===== src/rtl/gpl_pkg.sv =====
package gpl_pkg;
    localparam int ADDR_W = 5;
    localparam int NPINS  = 32;

    localparam logic [ADDR_W-1:0] OFS_FUNC  = 5'h00;
    localparam logic [ADDR_W-1:0] OFS_DIR   = 5'h04;
    localparam logic [ADDR_W-1:0] OFS_DATA  = 5'h08;
    localparam logic [ADDR_W-1:0] OFS_LVL   = 5'h0C;
    localparam logic [ADDR_W-1:0] OFS_STAT  = 5'h10;
    localparam logic [ADDR_W-1:0] OFS_NMIEN = 5'h14;
endpackage


===== src/rtl/gpio_sync2.sv =====
module gpio_sync2 #(
    parameter int W = 32
) (
    input  logic         clk,
    input  logic         rst_n,
    input  logic [W-1:0] d,
    output logic [W-1:0] q
);
    logic [W-1:0] meta_q;
    logic [W-1:0] sync_q;

    always_ff @(posedge clk or negedge rst_n) begin
        if (!rst_n) begin
            meta_q <= '0;
            sync_q <= '0;
        end else begin
            meta_q <= d;
            sync_q <= meta_q;
        end
    end

    assign q = sync_q;

    // two-edge latency once two post-reset edges have passed
    assert_sync_latency_R4: assert property (@(posedge clk) disable iff (!rst_n)
        ($past(rst_n) && $past(rst_n, 2)) |-> (q == $past(d, 2)));
endmodule


===== src/rtl/gpio_lvl_status.sv =====
module gpio_lvl_status #(
    parameter int N = 32
) (
    input  logic         clk,
    input  logic         rst_n,
    input  logic [N-1:0] pin_s,
    input  logic [N-1:0] level,
    input  logic [N-1:0] gpio_en,
    input  logic         clr_en,
    input  logic [N-1:0] clr_keep,
    output logic [N-1:0] stat
);
    logic [N-1:0] hit;
    logic [N-1:0] stat_q;

    always_comb begin
        hit = gpio_en & ~(pin_s ^ level);
    end

    always_ff @(posedge clk or negedge rst_n) begin
        if (!rst_n) begin
            stat_q <= '0;
        end else if (clr_en) begin
            stat_q <= (stat_q & clr_keep) | hit;
        end else begin
            stat_q <= stat_q | hit;
        end
    end

    assign stat = stat_q;

    // without a clear strobe no status bit falls
    assert_sticky_R5: assert property (@(posedge clk) disable iff (!rst_n)
        !clr_en |=> ((stat & $past(stat)) == $past(stat)));

    // a matching pin is set after the edge even under a clear
    assert_set_wins_R6: assert property (@(posedge clk) disable iff (!rst_n)
        (hit != '0) |=> ((stat & $past(hit)) == $past(hit)));

    // a pin not in GPIO mode never gains a status bit
    assert_alt_no_set_R7: assert property (@(posedge clk) disable iff (!rst_n)
        1'b1 |=> ((stat & ~$past(stat) & ~$past(gpio_en)) == '0));
endmodule


===== src/rtl/gpio_pad_mux.sv =====
module gpio_pad_mux #(
    parameter int N = 32
) (
    input  logic [N-1:0] func_sel,
    input  logic [N-1:0] gp_out,
    input  logic [N-1:0] gp_oe,
    input  logic [N-1:0] alt_out,
    input  logic [N-1:0] alt_oe,
    output logic [N-1:0] pad_out,
    output logic [N-1:0] pad_oe
);
    for (genvar i = 0; i < N; i++) begin : g_pin
        assign pad_out[i] = func_sel[i] ? alt_out[i] : gp_out[i];
        assign pad_oe[i]  = func_sel[i] ? alt_oe[i]  : gp_oe[i];
    end
endmodule


===== src/rtl/gpio_lvlirq.sv =====
module gpio_lvlirq #(
    parameter logic [gpl_pkg::NPINS-1:0] LVL_RST = '1
) (
    input  logic                        clk,
    input  logic                        rst_n,
    input  logic [gpl_pkg::ADDR_W-1:0]  reg_addr,
    input  logic                        reg_we,
    input  logic [gpl_pkg::NPINS-1:0]   reg_wdata,
    output logic [gpl_pkg::NPINS-1:0]   reg_rdata,
    input  logic [gpl_pkg::NPINS-1:0]   pad_in,
    output logic [gpl_pkg::NPINS-1:0]   pad_out,
    output logic [gpl_pkg::NPINS-1:0]   pad_oe,
    input  logic [gpl_pkg::NPINS-1:0]   alt_out,
    input  logic [gpl_pkg::NPINS-1:0]   alt_oe,
    output logic [gpl_pkg::NPINS-1:0]   alt_in,
    output logic                        irq,
    output logic                        nmi
);
    import gpl_pkg::*;
    localparam int N = NPINS;

    logic [N-1:0] func_q, dir_q, data_q, lvl_q, nmien_q;
    logic [N-1:0] pin_s, stat;
    logic         stat_wr;

    assign stat_wr = reg_we && (reg_addr == OFS_STAT);

    always_ff @(posedge clk or negedge rst_n) begin
        if (!rst_n) begin
            func_q  <= '0;
            dir_q   <= '0;
            data_q  <= '0;
            lvl_q   <= LVL_RST;
            nmien_q <= '0;
        end else if (reg_we) begin
            case (reg_addr)
                OFS_FUNC:  func_q  <= reg_wdata;
                OFS_DIR:   dir_q   <= reg_wdata;
                OFS_DATA:  data_q  <= reg_wdata;
                OFS_LVL:   lvl_q   <= reg_wdata;
                OFS_NMIEN: nmien_q <= reg_wdata;
                default: ;
            endcase
        end
    end

    always_comb begin
        case (reg_addr)
            OFS_FUNC:  reg_rdata = func_q;
            OFS_DIR:   reg_rdata = dir_q;
            OFS_DATA:  reg_rdata = pin_s;
            OFS_LVL:   reg_rdata = lvl_q;
            OFS_STAT:  reg_rdata = stat;
            OFS_NMIEN: reg_rdata = nmien_q;
            default:   reg_rdata = '0;
        endcase
    end

    gpio_sync2 #(.W(N)) u_sync (
        .clk   (clk),
        .rst_n (rst_n),
        .d     (pad_in),
        .q     (pin_s)
    );

    gpio_lvl_status #(.N(N)) u_stat (
        .clk      (clk),
        .rst_n    (rst_n),
        .pin_s    (pin_s),
        .level    (lvl_q),
        .gpio_en  (~func_q),
        .clr_en   (stat_wr),
        .clr_keep (reg_wdata),
        .stat     (stat)
    );

    gpio_pad_mux #(.N(N)) u_mux (
        .func_sel (func_q),
        .gp_out   (data_q),
        .gp_oe    (dir_q),
        .alt_out  (alt_out),
        .alt_oe   (alt_oe),
        .pad_out  (pad_out),
        .pad_oe   (pad_oe)
    );

    assign alt_in = pin_s;
    assign nmi    = |(stat & nmien_q);
    assign irq    = |(stat & ~nmien_q);

    // with no status bit set, neither interrupt output is raised
    assert_quiet_R8: assert property (@(posedge clk) disable iff (!rst_n)
        (stat == '0) |-> (!irq && !nmi));

    // a write to an unmapped address leaves the function select unchanged
    assert_unmapped_R9: assert property (@(posedge clk) disable iff (!rst_n)
        (reg_we && reg_addr > OFS_NMIEN) |=> $stable(func_q));
endmodule


===== config.mk =====
export PLATFORM = sky130hd
export DESIGN_NAME = gpio_lvlirq
export DESIGN_NICKNAME = d
export VERILOG_FILES = /design/src/rtl/gpl_pkg.sv /design/src/rtl/gpio_sync2.sv /design/src/rtl/gpio_lvl_status.sv /design/src/rtl/gpio_pad_mux.sv /design/src/rtl/gpio_lvlirq.sv
export SDC_FILE = /design/constraint.sdc
export NUM_CORES = 1
export LEC_CHECK = 0
export BUFFER_PORTS_ARGS = -buffer_cell sky130_fd_sc_hd__buf_2
export CAP_MARGIN = 25
export CORE_AREA = 2 2 177 179
export DETAILED_ROUTE_END_ITERATION = 8
export DIE_AREA = 0 0 179 181
export PLACE_DENSITY = 0.67
export SETUP_SLACK_MARGIN = 0.2
export SLEW_MARGIN = 10
export SYNTH_ARGS = -nofsm -noshare
export SYNTH_HDL_FRONTEND = slang
export SYNTH_SLANG_ARGS = --single-unit

===== constraint.sdc =====
create_clock -name clk -period 2.3 [get_ports clk]
set_input_delay 0.23 -clock clk [delete_from_list [all_inputs] [get_ports clk]]
set_output_delay 0.23 -clock clk [all_outputs]
set_load 0.01 [all_outputs]

* After elaboration in Yosys (flattened, before gate mapping)
Cells that the tools add are included.
** Cells by class
- Equal/unequal tests :: 5
- Multiplexer cells :: 66
- Bitwise gates (word level) :: 10
- Reductions and logical operators :: 9
** Operators by type and width (count)
- one-hot mux 32 bit (6 select lines) :: 1
- bitwise AND 32 bit :: 4
- NOT 32 bit :: 3
- two-way mux 1 bit :: 64
- bitwise OR 32 bit :: 2
- OR reduction 32 bit :: 2
- two-way mux 32 bit :: 1
- XOR 32 bit :: 1
- equality test 5 x 4 -> 1 bit (second input constant) :: 2
- equality test 5 bit (second input constant) :: 2
- AND reduction 2 bit :: 5
- equality test 5 x 3 -> 1 bit (second input constant) :: 1
- zero test 5 bit :: 1
- logical AND 1 bit :: 1
** Word-level totals
- Flip-flop bits (word level) :: 256
- Input port bits :: 136
- Output and inout port bits :: 130
- Logic and storage cells :: 98

* Logic depth before layout (Yosys ltp)
Gate-level depths: netlist (run 1).
- Word-level depth :: 5
- Depth in mapped cells :: 7

* Cells and area by module
Synthesis (run 1) repeated with hierarchy kept, for this count alone.
** Second synthesis, totals
- Cell total of the unflattened synthesis :: 866
- Area, all modules :: 11992.8 sq um
** By module, submodules not included
- gpio_lvlirq :: times used 1, cells an instance 607, area each 7951.4 sq um, seq. area each 4043.9 sq um
- gpio_sync2 :: times used 1, cells an instance 64, area each 1601.5 sq um, seq. area each 1601.5 sq um
- gpio_lvl_status :: times used 1, cells an instance 131, area each 1576.5 sq um, seq. area each 800.8 sq um
- gpio_pad_mux :: times used 1, cells an instance 64, area each 863.3 sq um, seq. area each 0.0 sq um

* Worst setup path before layout (run 1)
Ideal clock, no wire load.
- Path type :: input -> register
- Start :: in reg_addr[4] (netlist name)
- End :: reg dir_q[10]
- Setup time :: 0.125 ns
- Arrival time :: 1.500 ns
- Data required time :: 2.175 ns
- Setup slack :: 0.675 ns
- Stages :: 5
- Path buffers :: 2
- Cell sequence :: or3_4 -> buf_2 -> nor2_4 -> buf_4 -> mux2_2
** Between the ends
- Cells in the longest elaborated chain, start to end :: 2
** Ends and longest elaborated chain
- start, declared :: line gpio_lvlirq.sv:6 : input logic [gpl_pkg::ADDR_W-1:0] reg_addr,
- equality test 5 x 3 -> 1 bit :: line gpio_lvlirq.sv:36 : case (reg_addr)
- AND reduction 2 bit (no source line)
- end signal, assigned :: line gpio_lvlirq.sv:38 : OFS_DIR: dir_q <= reg_wdata;
- end, declared :: line gpio_lvlirq.sv:22 : logic [N-1:0] func_q, dir_q, data_q, lvl_q, nmien_q;
No other way between the ends.
A chain may end at the register's enable or synchronous reset.

* Worst setup path after layout (run 1)
- Start :: reg u_stat.stat_q[28] (netlist: u_stat.stat[28])
- End :: out nmi
** Between the ends
- Cells in the longest elaborated chain, start to end :: 2
** Ends and longest elaborated chain
- start, declared :: line gpio_lvl_status.sv:14 : logic [N-1:0] stat_q;
- start signal, assigned :: line gpio_lvl_status.sv:24 : stat_q <= (stat_q & clr_keep) | hit;
- start signal, assigned :: line gpio_lvl_status.sv:26 : stat_q <= stat_q | hit;
- bitwise AND 32 bit :: line gpio_lvlirq.sv:88 : assign nmi = |(stat & nmien_q);
- OR reduction 32 bit :: line gpio_lvlirq.sv:88
- end, declared :: line gpio_lvlirq.sv:17 : output logic nmi
No other way between the ends.

==> results by group, run 1 <==
Layout
  • Post-layout util: between 50% and 60%
  • N_diodes: 0
  • Number of nets in the layout: approximately 1400
  • Share of layout cells above drive strength 1: between 40% and 50%
  • Layout area overhead: 29.2%
  • Final instance area: 0.0152 mm^2

Detailed routing
  • Initial drt markers: ~490
  • Post-route ant nets: 0
  • DR vias: roughly 8700
  • Pre-antenna DRT Iters: 5
  • Average wire per standard cell: roughly 21 um
  • Post-DR vias/cell: roughly 5.3
  • DRT Wirelength: ~35 mm
  • Detailed-route DRC error count: 0

Worst setup path
  • Worst path arrival time: about 2.0 ns
  • CP endpoint kind: output port
  • Slowest CP cell: dfrtp_1
  • RR Startpoint: nmien_q[20]$_DFFE_PN0P_
  • FF-to-FF End: nmien_q[20]$_DFFE_PN0P_
  • Kind of critical path: register to output port
  • Worst path cell trace: a22oi_1, nand4_1, or4_4, buf_6
  • Type of origin of the critical path: register
  • R2R Setup Slk: ~1.3 ns
  • CP peak stage delay: about 0.43 ns
  • Crit path from: u_stat.stat[28]$_DFF_PN0_
  • Crit-path max FO: 4
  • Worst Path Required: 2.07 ns
  • Worst reg-to-reg path cell count: 2

Clock network
  • # H-tree levels: 1
  • CTS max path bufs: 3
  • Clock latency on the worst-skew pair: approximately 0.55 ns
  • Clk slew on worst S/H paths: around 0.060 ns
  • CTS tree: done
  • Clock root buffer: clkbuf_16
  • Sink Count: about 260
  • CTS Buf Count: 28

Global routing
  • First-pass GRT wire length: approximately 54 mm
  • Number of global-route vias before repair: around 9000
  • GRT met1 Usage: around 30%
  • Initial antenna violation count: 0
  • Largest net degree at the start of global routing: between 70 and 80
  • Met3 Resource Use GR: 4.10%
  • Gr busiest metal: met2
  • Met2 usage: about a third
  • Congestion Overflow GR: 0
  • GRT Overall Usage: between 20% and 30%

STA
  • Slew margin rel.: 59.5%
  • Final setup viols: 0
  • Slew Viols, Final: 0
  • Part of the cycle the worst path needs: a little over nine tenths
  • Final Hold Fails: 0
  • Worst Max-Slew Pin Slew: 0.608 ns
  • RSZ-0062 raised after global routing: true
  • Setup TNS: 0 ns
  • Fin crit period: roughly 2.2 ns
  • F_max: roughly 450 MHz
  • Skew final: ~0.011 ns

Yosys
  • Synth top area share: roughly 48%
  • Synth area leaders: dfrtp_1 48%, mux2_2 16%, dfstp_2 7.1%
  • Post-synth top cells: 224 x dfrtp_1, 172 x mux2_2, 64 x o21ai_0, 54 x mux2i_1, 34 x nand2_1
  • Syn avg cell area: about 13 um^2
  • Register area share after synthesis: between 50% and 60%
  • Most common cell in the synthesized netlist: dfrtp_1
  • Ys async rst share: between 90% and 100%
  • Library cells used by synthesis: 34
  • Yosys top cell by area: dfrtp_1
  • Syn Nets: between 1000 and 1500
  • Post-synth top flop: dfrtp_1
  • Post-synth EDFFs: 0
  • Cells after synthesis: 897
  • Yosys warns: 0
  • Synth Cell Area: between 0.01 and 0.015 mm^2
  • Number of synthesized register bits: about 260

Pwr
  • Cell Int Power: approximately 9300 uW
  • Pleak: around 0.0074 uW
  • Logic pwr share: about a fifth
  • Max VDD drop: 0.000617 V
  • Sequential Power Share: between 40% and 50%
  • PD cells: between 800 and 900 mW/mm^2
  • Part of the power in the clock network: 34.9%
  • P_sw: ~3500 uW
  • Switch share: between 20% and 30%

Floorplan
  • I/O Pins: 266
  • Die area: 0.0324 mm^2
  • Starting Density: 38.8%
  • Placeable Area: between 0.03 and 0.04 mm^2
  • Row cnt: 64
  • Chip Height: ~180 um
  • Die width: roughly 180 um

Min path
  • Hold path cells: 2
  • HP Start: reg_wdata[1]
  • Hold Path Class: primary input to register
  • Hold endpoint: lvl_q[1]$_DFFE_PN1P_

Placed design
  • Dpl hpwl: between 20 and 25 mm
  • Final Wtd Congestion: between 0.8 and 0.9
  • Dpl cell area: around 0.014 mm^2
  • IO buf count: around 270

Run
  • Max_cap viols: 0

Outcome
  • Status: finished, final reports clean
layout by cell type (no fill, tap or decap), types with 8 or more instances in the layout:
cell type / n
dfstp_2: 32
buf_2: 262
buf_4: 29
buf_12: 8
o22ai_1: 14
dfrtp_1: 210
clkbuf_1: 9
nand2_1: 34
a22oi_1: 19
o221ai_1: 26
xor2_1: 32
a21oi_1: 27
mux2i_1: 54
mux2_2: 172
mux2_1: 32
clkbuf_16: 29
o21ai_0: 64
inv_1: 29
dlygate4sd3_1: 41
nor2_1: 28
dfrtp_2: 14
mux2_4: 30
sequential cells by signal, indices dropped and copies added (netlist names):
signal         count
u_sync.meta_q     32
data_q            32
dir_q             32
lvl_q             32
u_sync.q          32
nmien_q           32
u_stat.stat       32
func_q            32
cells by family after synthesis:
logic type	after synthesis	share of synthesized area [%]
xor gates and xnor gates	32	2.38
AOI/OAI and AO/OA	160	8.37
muxes	288	27.9
buffers and inverters	74	3.06
DFF	256	54.7
and+or+nand+nor	87	3.62
final cells by class:
type	instances	area, um^2
clock buffer	43	828
clock inverter	9	95.1
fill	2672	15100
inverter	33	124
multi-input combinational	567	5080
sequential	256	6460
tap	396	495
timing repair buffer	344	2150
stage by stage:
| stage | total power (uW) | instances | worst slack [ns] | hold WS (ns) |
|---|---|---|---|---|
| 2_1_floorplan | 7190 | 897 | 0.675 | -0.0656 |
| 3_3_place_gp | 8200 | 1549 | 0.272 | 0.256 |
| 3_5_place_dp | 8270 | 1549 | 0.246 | 0.251 |
| 4_1_cts | 12900 | 1647 | 0.0749 | 0.00480 |
| 5_1_grt | 13400 | 1648 | 0.00260 | 0.0175 |
| 6_report | 12800 | 1648 | 0.0728 | 0.0109 |
power by group through the flow:
stage	combinational (uW)	sequential, uW	clock [uW]
global route	2620	6000	4770
detailed placement	2290	5980	0
floorplan	1500	5690	0
global placement	2240	5950	0
finish	2400	5920	4470
CTS	2380	5910	4560
worst max-delay path, delay by kind of cell (launching register included):
kind | cells | cell delay (ns)
buffers and inverters | 1 | 0.15
DFF | 1 | 0.43
and+or+nand+nor | 2 | 0.58
AOI/OAI and AO/OA | 1 | 0.29
worst max path at each step:
stage	to	slack (ns)	cells past startpoint
after floorplan	dir_q[10]$_DFFE_PN0P_	0.68	5
after global placement	lvl_q[15]$_DFFE_PN1P_	0.27	6
after detailed placement	lvl_q[29]$_DFFE_PN1P_	0.25	6
after CTS	nmi	0.07	4
after global routing	nmi	0.003	4
final	nmi	0.07	4
timing repair:
| item | CTS | global route |
|---|---|---|
| setup buffers | 5 | 1 |
| endpoints found under the hold margin | 117 | 0 |
| hold buffers | 41 | 0 |
| pin swaps | 0 | 6 |
| cloned | 0 | 0 |
| setup endpoints to repair | 2 | 3 |
| gates resized for setup | 6 | 31 |
per-layer routing:
metal | part of all wire (%) | wire [um]
met4 | 2.4 | 843
met2 | 47 | 16500
met3 | 6.7 | 2350
met5 | 0 | 0
met1 | 44 | 15500
No activity file was read; power rests on OpenSTA's default activity.
==> inputs of run 2 (changes only) <==
Settings changed: CORE_AREA 2 2 177 179 to 4 4 179 181, DIE_AREA 0 0 179 181 to 0 0 183 185.
==> results by group, run 2 (synthesis gave the netlist of run 1 again) <==
Pwr
  • PD cells: roughly 870 mW/mm^2
  • Pleak: around 0.0075 uW
  • Max VDD drop: ~0.00067 V

Worst setup path
  • Worst path cell trace: a22oi_2, nand4_1, or4_4, buf_6
  • Worst Path Required: just over 2 ns
  • Crit-path max FO: 4
  • Kind of critical path: register to output port
  • Slowest CP cell: or4_4
  • Type of origin of the critical path: register
  • Worst path arrival time: ~2.0 ns
  • CP endpoint kind: output port
  • CP peak stage delay: around 0.53 ns

STA
  • Setup TNS: 0 ns
  • RSZ-0062 raised after global routing: true
  • Part of the cycle the worst path needs: between 90% and 100%
  • Final Hold Fails: 0
  • Slew margin rel.: 62.8%
  • Skew final: approximately 0.0095 ns
  • Fin crit period: 2.20 ns
  • Final setup viols: 0
  • Worst Max-Slew Pin Slew: 0.557 ns
  • F_max: 454 MHz
  • Slew Viols, Final: 0

Floorplan
  • Die area: roughly 0.034 mm^2
  • I/O Pins: 266
  • Chip Height: 185 um
  • Starting Density: between 30% and 40%
  • Row cnt: 64
  • Placeable Area: 0.0304 mm^2
  • Die width: around 180 um

Global routing
  • First-pass GRT wire length: 53.5 mm
  • GRT Overall Usage: 20.2%
  • Largest net degree at the start of global routing: 70
  • Number of global-route vias before repair: a little over 9000
  • Initial antenna violation count: 0
  • Congestion Overflow GR: 0

Detailed routing
  • Detailed-route DRC error count: 0
  • Post-route ant nets: 0
  • Met3 wire len: around 2.2 mm
  • Pre-antenna DRT Iters: 7
  • DRT Wirelength: roughly 35 mm
  • DR vias: ~8800
  • Average wire per standard cell: approximately 21 um
  • Initial drt markers: ~660
  • Top Layer Used: met4
  • Met1 Routed Length: around 15 mm
  • Post-DR vias/cell: around 5.3
  • WL met2: 16.5 mm

Layout
  • N_diodes: 0
  • Share of layout cells above drive strength 1: 50.7%
  • Final instance area: about 0.015 mm^2
  • Commonest non-fill, non-tap cells in the layout: 262 x buf_2, 212 x dfrtp_1, 172 x mux2_2
  • Commonest non-fill, non-tap cell in the layout: buf_2
  • Layout area overhead: 30.9%
  • Number of nets in the layout: 1380

Clock network
  • Clock root buffer: clkbuf_16
  • CTS Buf Count: 28
  • CTS tree: done
  • Clock latency on the worst-skew pair: approximately 0.54 ns
  • Clk slew on worst S/H paths: about 0.06 ns
  • Sink Count: about 260
  • # H-tree levels: 1
  • CTS max path bufs: 3

Min path
  • Hold Path Class: primary input to register

Placed design
  • IO buf count: approximately 270
  • Final Wtd Congestion: around 0.84
  • Dpl cell area: 0.0137 mm^2
  • Dpl hpwl: roughly 25 mm

Outcome
  • Status: finished, final reports clean

Run
  • Max_cap viols: 0
## run 2: cell count changes in the layout (fill, tap and decap cells not counted), sizes merged
cell | before | now
clkinv | 7 | 6
bufinv | 2 | 7
inv | 33 | 35
buf | 303 | 317
clkinvlp | 0 | 2
clkbuf | 43 | 35
## run 2: through the flow
step	power (uW)	worst slack (ns)	util, %	hold slack (ns)	cells
detailed placement	8270	0.327	45.0	0.174	1547
finish	13500	0.0974	50.7	0.0111	1662
global placement	8200	0.357	45.0	0.172	1547
CTS	13600	0.0966	50.5	0.00106	1659
global route	14100	0.0543	50.7	0.00760	1662
floorplan	7190	0.675	-	-0.0656	897
## run 2: power by group
| part | switching [uW] | internal, uW | leakage [uW] | total, uW |
|---|---|---|---|---|
| logic | 1060 | 1440 | 0.00403 | 2490 |
| clock network | 1870 | 3220 | 0.000520 | 5090 |
| registers | 668 | 5210 | 0.00299 | 5880 |
## run 2: final cells by class
cell class | count | area [um^2]
Fill cell | 2653 | 15000
Sequential cell | 256 | 6460
Multi-Input combinational cell | 567 | 5080
Timing Repair Buffer | 358 | 2210
Clock buffer | 35 | 788
Tap cell | 396 | 495
Clock inverter | 17 | 273
Inverter | 33 | 124
## run 2: per-layer routing
layer | vias to the layer above | global-route usage [%]
met4 | 0 | 5.07
met5 | - | 0
met3 | 51 | 3.67
met2 | 301 | 32.9
met1 | 4502 | 28.1
li1 | 3969 | -
## run 2: worst max-delay path: cells and delay by family (launching register included)
kind	cells	cell delay, ns
AOI/OAI and AO/OA	1	0.19
buffers and inverters	1	0.15
DFF	1	0.45
and+or+nand+nor	2	0.65
## run 2: timing repair
item / CTS / global route
setup endpoints to repair: 2 / 5
buffers inserted: 19 / 3
pin swaps: 13 / 4
gates resized for setup: 23 / 11
endpoints found under the hold margin: 87 / 0
hold buffers: 41 / 0
## run 2: path summary, 6_finish.rpt
check / from / to / slack (ns) / cells after the start
min in group asynchronous: rst_n / u_sync.meta_q[22]$_DFF_PN0_ / 0.19 / 2
worst min-delay path: reg_wdata[5] / lvl_q[5]$_DFFE_PN1P_ / 0.01 / 2
worst max register to register: nmien_q[12]$_DFFE_PN0P_ / nmien_q[12]$_DFFE_PN0P_ / 1.35 / 2
max in group asynchronous: rst_n / lvl_q[3]$_DFFE_PN1P_ / 1.33 / 3
worst min register to register: u_sync.meta_q[23]$_DFF_PN0_ / u_sync.q[23]$_DFF_PN0_ / 0.35 / 0
worst max-delay path: u_stat.stat[12]$_DFF_PN0_ / nmi / 0.1 / 4
